`config.mk`:
```
export PLATFORM = sky130hd
export DESIGN_NAME = qdr_b4_sram
export DESIGN_NICKNAME = d
export VERILOG_FILES = /design/src/rtl/qdr_pkg.sv /design/src/rtl/qdr_store.sv /design/src/rtl/qdr_wr_ctl.sv /design/src/rtl/qdr_rd_ctl.sv /design/src/rtl/qdr_b4_sram.sv
export SDC_FILE = /design/constraint.sdc
export NUM_CORES = 2
export LEC_CHECK = 0
export BUFFER_PORTS_ARGS = -buffer_cell sky130_fd_sc_hd__buf_4
export CORE_ASPECT_RATIO = 2
export CORE_UTILIZATION = 55
export DETAILED_ROUTE_END_ITERATION = 6
export GPL_ROUTABILITY_DRIVEN = 1
export PLACE_DENSITY = 0.71
export SYNTH_ARGS = -nofsm -noshare
export SYNTH_HDL_FRONTEND = slang
export SYNTH_SLANG_ARGS = --single-unit
```
`constraint.sdc`:
```
create_clock -name clk -period 5.1 [get_ports clk]
set_input_delay 0 -clock clk [delete_from_list [all_inputs] [get_ports clk]]
set_output_delay 0 -clock clk [all_outputs]
set_load 0.1 [all_outputs]
```
`src/rtl/qdr_pkg.sv`:
```
// Shared constants for the burst-four memory model.
// Assumes the data width is a whole number of 9-bit lanes.
package qdr_pkg;
    localparam int unsigned BURST  = 4;
    localparam int unsigned LANE_W = 9;
    localparam int unsigned BEAT_W = $clog2(BURST);
endpackage

```
`src/rtl/qdr_store.sv`:
```
// Group-organised storage: each row holds BURST words of DW bits.
// Writes a whole group in one cycle with per-word, per-lane enables;
// reads a whole group combinationally. Assumes DEPTH is a power of two.
module qdr_store #(
    parameter int DW    = 36,
    parameter int DEPTH = 16,
    localparam int NLANE = DW / qdr_pkg::LANE_W,
    localparam int AW    = $clog2(DEPTH)
) (
    input  logic                                   clk,
    input  logic                                   rst_n,
    input  logic                                   we,
    input  logic [AW-1:0]                          w_addr,
    input  logic [qdr_pkg::BURST-1:0][DW-1:0]      w_grp,
    input  logic [qdr_pkg::BURST-1:0][NLANE-1:0]   w_ben,
    input  logic [AW-1:0]                          r_addr,
    output logic [qdr_pkg::BURST-1:0][DW-1:0]      r_grp
);
    import qdr_pkg::*;

    logic [BURST-1:0][DW-1:0] mem [DEPTH];

    // Clear on reset, else merge enabled lanes of all words into one row.
    always_ff @(posedge clk) begin
        if (!rst_n) begin
            for (int i = 0; i < DEPTH; i++) begin
                mem[i] <= '0;
            end
        end else if (we) begin
            for (int k = 0; k < BURST; k++) begin
                for (int l = 0; l < NLANE; l++) begin
                    if (!w_ben[k][l]) begin
                        mem[w_addr][k][l*LANE_W +: LANE_W] <= w_grp[k][l*LANE_W +: LANE_W];
                    end
                end
            end
        end
    end

    // Present the addressed group to the read side.
    always_comb begin
        r_grp = mem[r_addr];
    end
endmodule

```
`src/rtl/qdr_wr_ctl.sv`:
```
// Write burst collector. Starts on a true edge with the select low,
// takes the group address on the following edge, gathers four words
// with their lane enables and asks for a commit on the fourth edge.
// Assumes true edges alternate with complementary edges.
module qdr_wr_ctl #(
    parameter int DW    = 36,
    parameter int DEPTH = 16,
    localparam int NLANE = DW / qdr_pkg::LANE_W,
    localparam int AW    = $clog2(DEPTH)
) (
    input  logic                                   clk,
    input  logic                                   rst_n,
    input  logic                                   true_edge,
    input  logic                                   sel_n,
    input  logic [AW-1:0]                          addr,
    input  logic [DW-1:0]                          data,
    input  logic [NLANE-1:0]                       ben,
    output logic                                   we,
    output logic [AW-1:0]                          w_addr,
    output logic [qdr_pkg::BURST-1:0][DW-1:0]      w_grp,
    output logic [qdr_pkg::BURST-1:0][NLANE-1:0]   w_ben
);
    import qdr_pkg::*;

    localparam logic [BEAT_W-1:0] LAST = BEAT_W'(BURST - 1);

    logic                          act;
    logic [BEAT_W-1:0]             beat;
    logic [BURST-2:0][DW-1:0]      held;
    logic [BURST-2:0][NLANE-1:0]   held_be;
    logic [AW-1:0]                 a_q;
    logic                          accept;

    // A new burst only starts on a true edge while no burst is open.
    always_comb begin
        accept = true_edge && !sel_n && !act;
    end

    // Track the beat, latch the address on beat 1 and hold early words.
    always_ff @(posedge clk) begin
        if (!rst_n) begin
            act     <= 1'b0;
            beat    <= '0;
            held    <= '0;
            held_be <= '0;
            a_q     <= '0;
        end else if (accept) begin
            act        <= 1'b1;
            beat       <= BEAT_W'(1);
            held[0]    <= data;
            held_be[0] <= ben;
        end else if (act) begin
            if (beat == BEAT_W'(1)) begin
                a_q <= addr;
            end
            if (beat != LAST) begin
                held[beat]    <= data;
                held_be[beat] <= ben;
            end else begin
                act <= 1'b0;
            end
            beat <= beat + BEAT_W'(1);
        end
    end

    // Commit request: the last word comes straight from the inputs.
    always_comb begin
        we     = act && (beat == LAST);
        w_addr = a_q;
        w_grp  = {data, held};
        w_ben  = {ben, held_be};
    end
endmodule

```
`src/rtl/qdr_rd_ctl.sv`:
```
// Read burst generator. Captures a full group on a true edge, plays its
// words out on consecutive edges, delays them by RD_LAT edges in total
// and produces valid and output-enable. Assumes RD_LAT >= 1.
module qdr_rd_ctl #(
    parameter int DW     = 36,
    parameter int RD_LAT = 3
) (
    input  logic                               clk,
    input  logic                               rst_n,
    input  logic                               true_edge,
    input  logic                               sel_n,
    input  logic [qdr_pkg::BURST-1:0][DW-1:0]  grp,
    output logic [DW-1:0]                      q_data,
    output logic                               q_valid,
    output logic                               q_oe
);
    import qdr_pkg::*;

    localparam logic [BEAT_W-1:0] LAST = BEAT_W'(BURST - 1);

    logic                      act;
    logic [BEAT_W-1:0]         beat;
    logic [BURST-1:0][DW-1:0]  snap;
    logic                      accept;
    logic                      seq_v;
    logic [DW-1:0]             seq_d;
    logic                      nxt_v;
    logic                      pv [1:RD_LAT];
    logic [DW-1:0]             pd [1:RD_LAT];
    logic                      oe_q;

    // Accept on a true edge when idle or when the last beat is leaving.
    always_comb begin
        accept = true_edge && !sel_n && (!act || beat == LAST);
    end

    // Snapshot the group at capture and step through its words.
    always_ff @(posedge clk) begin
        if (!rst_n) begin
            act  <= 1'b0;
            beat <= '0;
            snap <= '0;
        end else if (accept) begin
            act  <= 1'b1;
            beat <= '0;
            snap <= grp;
        end else if (act) begin
            if (beat == LAST) begin
                act <= 1'b0;
            end
            beat <= beat + BEAT_W'(1);
        end
    end

    // Current sequencer word, zero when no beat is due.
    always_comb begin
        seq_v = act;
        seq_d = act ? snap[beat] : '0;
    end

    // Delay line that sets the read latency.
    always_ff @(posedge clk) begin
        if (!rst_n) begin
            for (int i = 1; i <= RD_LAT; i++) begin
                pv[i] <= 1'b0;
                pd[i] <= '0;
            end
        end else begin
            pv[1] <= seq_v;
            pd[1] <= seq_d;
            for (int i = 2; i <= RD_LAT; i++) begin
                pv[i] <= pv[i-1];
                pd[i] <= pd[i-1];
            end
        end
    end

    // Value q_valid will take after the coming edge.
    generate
        if (RD_LAT == 1) begin : g_lat_one
            assign nxt_v = seq_v;
        end else begin : g_lat_many
            assign nxt_v = pv[RD_LAT-1];
        end
    endgenerate

    // Enable rises with a beat and only drops on a true edge.
    always_ff @(posedge clk) begin
        if (!rst_n) begin
            oe_q <= 1'b0;
        end else if (nxt_v) begin
            oe_q <= 1'b1;
        end else if (true_edge) begin
            oe_q <= 1'b0;
        end
    end

    // Drive the outputs from the end of the delay line.
    always_comb begin
        q_valid = pv[RD_LAT];
        q_data  = pd[RD_LAT];
        q_oe    = oe_q;
    end
endmodule

```
`src/rtl/qdr_b4_sram.sv`:
```
// Top of the burst-four memory model. Generates the edge phase, routes
// the shared address to both ports and joins the read and write paths
// to one group store. Assumes one clk edge per edge of the modelled pair.
module qdr_b4_sram #(
    parameter int DW     = 36,
    parameter int DEPTH  = 16,
    parameter int RD_LAT = 3,
    localparam int NLANE = DW / qdr_pkg::LANE_W,
    localparam int AW    = $clog2(DEPTH)
) (
    input  logic               clk,
    input  logic               rst_n,
    output logic               k_phase,
    input  logic [AW-1:0]      addr,
    input  logic               rd_sel_n,
    input  logic               wr_sel_n,
    input  logic [DW-1:0]      wr_data,
    input  logic [NLANE-1:0]   wr_be_n,
    output logic [DW-1:0]      q_data,
    output logic               q_valid,
    output logic               q_oe
);
    import qdr_pkg::*;

    logic                         ph_q;
    logic                         true_edge;
    logic                         st_we;
    logic [AW-1:0]                st_waddr;
    logic [BURST-1:0][DW-1:0]     st_wgrp;
    logic [BURST-1:0][NLANE-1:0]  st_wben;
    logic [BURST-1:0][DW-1:0]     st_rgrp;

    // Alternate between true and complementary edges.
    always_ff @(posedge clk) begin
        if (!rst_n) begin
            ph_q <= 1'b0;
        end else begin
            ph_q <= ~ph_q;
        end
    end

    // Phase out and the true-edge strobe used by both ports.
    always_comb begin
        k_phase   = ph_q;
        true_edge = ~ph_q;
    end

    qdr_wr_ctl #(.DW(DW), .DEPTH(DEPTH)) u_wr (
        .clk       (clk),
        .rst_n     (rst_n),
        .true_edge (true_edge),
        .sel_n     (wr_sel_n),
        .addr      (addr),
        .data      (wr_data),
        .ben       (wr_be_n),
        .we        (st_we),
        .w_addr    (st_waddr),
        .w_grp     (st_wgrp),
        .w_ben     (st_wben)
    );

    qdr_store #(.DW(DW), .DEPTH(DEPTH)) u_store (
        .clk    (clk),
        .rst_n  (rst_n),
        .we     (st_we),
        .w_addr (st_waddr),
        .w_grp  (st_wgrp),
        .w_ben  (st_wben),
        .r_addr (addr),
        .r_grp  (st_rgrp)
    );

    qdr_rd_ctl #(.DW(DW), .RD_LAT(RD_LAT)) u_rd (
        .clk       (clk),
        .rst_n     (rst_n),
        .true_edge (true_edge),
        .sel_n     (rd_sel_n),
        .grp       (st_rgrp),
        .q_data    (q_data),
        .q_valid   (q_valid),
        .q_oe      (q_oe)
    );
endmodule

```
==> flow_metrics.py <==
metrics = {
    "placed_design": {
        "globalplace.congestion": 0.904,
        "place_inst": 10500,
        "io_buffers": 86,
        "place_ws_ps": 1370,
        "dp_hpwl_mm": 227,
    },
    "sta": {
        "timing.fmax_mhz": 258,
        "finalWorstSetupSlack_ps": 1220,
        "period_share_pct": 76.0,
        "drv_slew": 0,
        "rsz0062_at_grt": "false",
        "setup_viol": 0,
        "min_period_ps": 3880,
        "fin_skew_ps": 71.8,
        "tightest_slew_ps": 1390,
        "max_slew_margin_pct": 6.06,
        "final.setup.tns_ps": 0,
        "finalHoldViolations": 0,
        "hold_ws_ps": 51.9,
    },
    "power_and_ir_drop": {
        "seqPwrFrac_pct": 54.2,
        "power_frac_comb_pct": 6.3,
        "power_mw": 46.2,
        "swShare_pct": 22.5,
        "power_density_nw_per_um2": 352,
        "p_leak_nw": 46.7,
        "ir_drop_uv": 314,
        "p_switching_mw": 10.4,
        "p_clk_share_pct": 39.5,
        "p_int_mw": 35.8,
    },
    "cts": {
        "cts_root_buf": "clkbuf_16",
        "insertion_delay_ps": 920,
        "path_clk_slew_ps": 70,
        "clock_path_buffers": 4,
        "numCtsBuffers": 231,
        "cts.repair.resized": 0,
        "clock-sinks": 2691,
        "cts_max_level": 4,
        "cts_tree": "done",
    },
    "global_route": {
        "grt_max_degree": 167,
        "antenna_found_initial": 28,
        "grt_pass1_vias": 70200,
        "grt_use_total_pct": 30.8,
        "grt_pass1_wl_mm": 478,
        "overflow": 0,
    },
    "logic_synthesis": {
        "yosysSeqAreaShare_pct": 64.7,
        "yosys_warnings": 0,
        "avgSynthCellArea_um2": 15.0,
        "ys_ff_latch": 2691,
        "syn-cell-area_um2": 119000,
        "synth_cell_types": 40,
        "netlist_instances": 7938,
        "syn_nets": 7991,
    },
    "worst_setup_path": {
        "worstSetupStartpointType": "flip-flop",
        "crit_required_ps": 5620,
        "crit_arrival_ps": 4400,
        "worstSetupPathType": "reg2reg",
        "crit_path_end_kind": "flip-flop",
        "cpMaxStageDelayCell": "o21ai_0",
        "reg2reg_from": "u_wr.act",
        "crit_fanout": 32,
        "startpoint": "u_wr.act",
        "cpPeakStageDelay_ps": 1090,
        "path_cells": "nand3_2 -> or2_2 -> o21ai_0",
    },
    "detailed_routing": {
        "drc_errors": 2,
        "num_vias": 68000,
        "finalWirelength_mm": 334,
        "vias_per_cell": 6.19,
        "firstDrtPassIters": 7,
        "drt-wirelength-per-cell_um": 30.4,
        "ant_nets": 0,
        "drt_iter0_drc": 6790,
    },
    "status": {
        "status": "complete, but fails checks",
        "failed_checks": "DRC",
    },
    "die": {
        "start_util_pct": 55.3,
        "die_area_um2": 218000,
        "dieWidth_um": 331,
        "core_um2": 215000,
        "rows": 241,
        "die_height_um": 659,
        "pin_count": 87,
    },
    "cells_and_area": {
        "drive_above_1_share_pct": 19.5,
        "instances_no_fill": 11000,
        "synthToLayoutAreaGrowth_pct": 10.4,
        "fin_nets": 8039,
    },
    "run": {
        "maxCapViolations": 0,
    },
    "min_path": {
        "min_from": "wr_be_n[3]",
        "hold_path_class": "in2reg",
    },
}
-- power groups by stage --
stage / logic, mW / registers, mW / clock network, mW
after global routing: 3.01 / 25.1 / 19.1
after floorplan: 1.81 / 25.2 / 0
final: 2.90 / 25.1 / 18.2
after global placement: 2.79 / 25.5 / 0
after detailed placement: 2.84 / 25.5 / 0
after CTS: 2.89 / 25.0 / 18.3
-- per-stage QoR --
stage	utilization [%]	area, um2
2_1_floorplan	-	119000
3_3_place_gp	57.2	123000
3_5_place_dp	57.2	123000
4_1_cts	61.0	131000
5_1_grt	61.0	131000
6_report	61.0	131000
-- placed cells by master (no fill, tap or decap), types with 4 or more instances in the layout --
master | netlist | routed
o21ai_0 | 325 | 325
a211oi_1 | 68 | 68
buf_8 | 0 | 4
clkbuf_16 | 0 | 239
nor2b_1 | 42 | 42
dfxtp_1 | 387 | 385
mux2i_1 | 192 | 192
nand2_4 | 0 | 9
ha_1 | 5 | 5
nor2_1 | 91 | 91
nor2_2 | 70 | 70
inv_1 | 3 | 6
nor2_4 | 101 | 101
nand2_2 | 0 | 4
clkinv_1 | 0 | 24
mux4_2 | 612 | 612
nor3_1 | 30 | 30
clkbuf_8 | 0 | 21
buf_4 | 95 | 387
a21boi_0 | 124 | 124
buf_12 | 0 | 18
clkbuf_1 | 425 | 33
o221ai_1 | 76 | 76
edfxtp_1 | 2304 | 2304
and2_1 | 2410 | 2408
o22ai_1 | 68 | 68
nand3_4 | 0 | 8
or2_2 | 3 | 13
diode_2 | 0 | 19
nand2_1 | 261 | 248
nand3_1 | 88 | 80
dlygate4sd3_1 | 0 | 48
clkinvlp_4 | 0 | 13
inv_6 | 0 | 4
bufinv_16 | 0 | 25
clkinv_2 | 0 | 50
-- sequential cells by signal (all words and copies together), names as in the netlist, 2 cells and up --
signal	count
u_store.mem	2304
u_rd.snap	144
u_rd.pd	108
u_wr.w_grp	108
u_wr.w_ben	12
u_wr.w_addr	4
u_rd.pv	3
u_rd.beat	2
u_wr.beat	2
-- final timing paths --
| kind | endpoint | slack, ps | depth (start not counted) |
|---|---|---|---|
| setup reg to reg | u_store.mem[4][86] | 1220 | 3 |
| hold reg to reg | u_rd.pd[0][105] | 410 | 1 |
| hold / removal | u_wr.w_ben[3] | 50 | 4 |
| setup / recovery | u_store.mem[4][86] | 1220 | 3 |
-- metal layers --
metal | routed length [um] | global-route usage (%) | vias to the layer above
li1 | - | - | 29200
met1 | 106000 | 32.6 | 34800
met2 | 178000 | 55.4 | 3010
met3 | 22600 | 4.48 | 984
met4 | 27800 | 22.2 | 10
met5 | 68 | 0 | -
-- area by class of cell --
cell class	count	area, um2
fill	15800	83800
clock buffer	294	6400
clock inverter	126	1320
antenna	19	47.5
timing repair buffer	458	3810
tap	2794	3500
multi-input combinational	4600	39200
sequential	2691	76900
inverter	4	17.5
-- critical path: cells and delay by family (launching register included) --
family,cells,cell delay [ps]
AO/OA/AOI/OAI,1,1090
flip-flops,1,550
AND/OR/NAND/NOR,2,1840
-- synth_stat cells --
cell	count	area, um2
and2_1	2410	15100
edfxtp_1	2304	69200
mux4_2	612	13800
clkbuf_1	425	1600
dfxtp_1	387	7750
o21ai_0	325	1630
nand2_1	261	980
mux2i_1	192	1920
a21boi_0	124	931
nor2_4	101	1140
buf_2	97	485
buf_4	95	713
nor2_1	91	342
nand3_1	88	440
o221ai_1	76	666
nor2_2	70	438
a211oi_1	68	510
o22ai_1	68	425
nor2b_1	42	263
nor3_1	30	150
buf_1	23	86.3
or2_1	13	81.3
ha_1	5	62.6
buf_6	3	33.8
inv_1	3	11.3
nand4_1	3	18.8
or2_2	3	18.8
a21oi_1	2	10.0
and2b_1	2	15.0
and3_1	2	12.5
nand4b_1	2	17.5
o21a_1	2	15.0
o21ai_1	2	10.0
a21o_1	1	7.51
inv_2	1	3.75
nand2b_1	1	6.26
nand3_2	1	10.0
nand3b_1	1	7.51
nor3_4	1	16.3
xnor2_1	1	8.76
-- cell families after synthesis --
kind of cell | synth area share [%]
buf+inv | 2.46
mux | 13.2
compound gates | 3.53
simple gates | 16.0
xor+xnor | 0.00737
fa+ha+maj | 0.0526
flops | 64.7
-- what timing repair did --
action                    4_1_cts  5_1_grt
buffers inserted                0        0
hold endpoints to repair     1028        0
hold buffers                   48        0
Power figures use the tool's default switching activity.
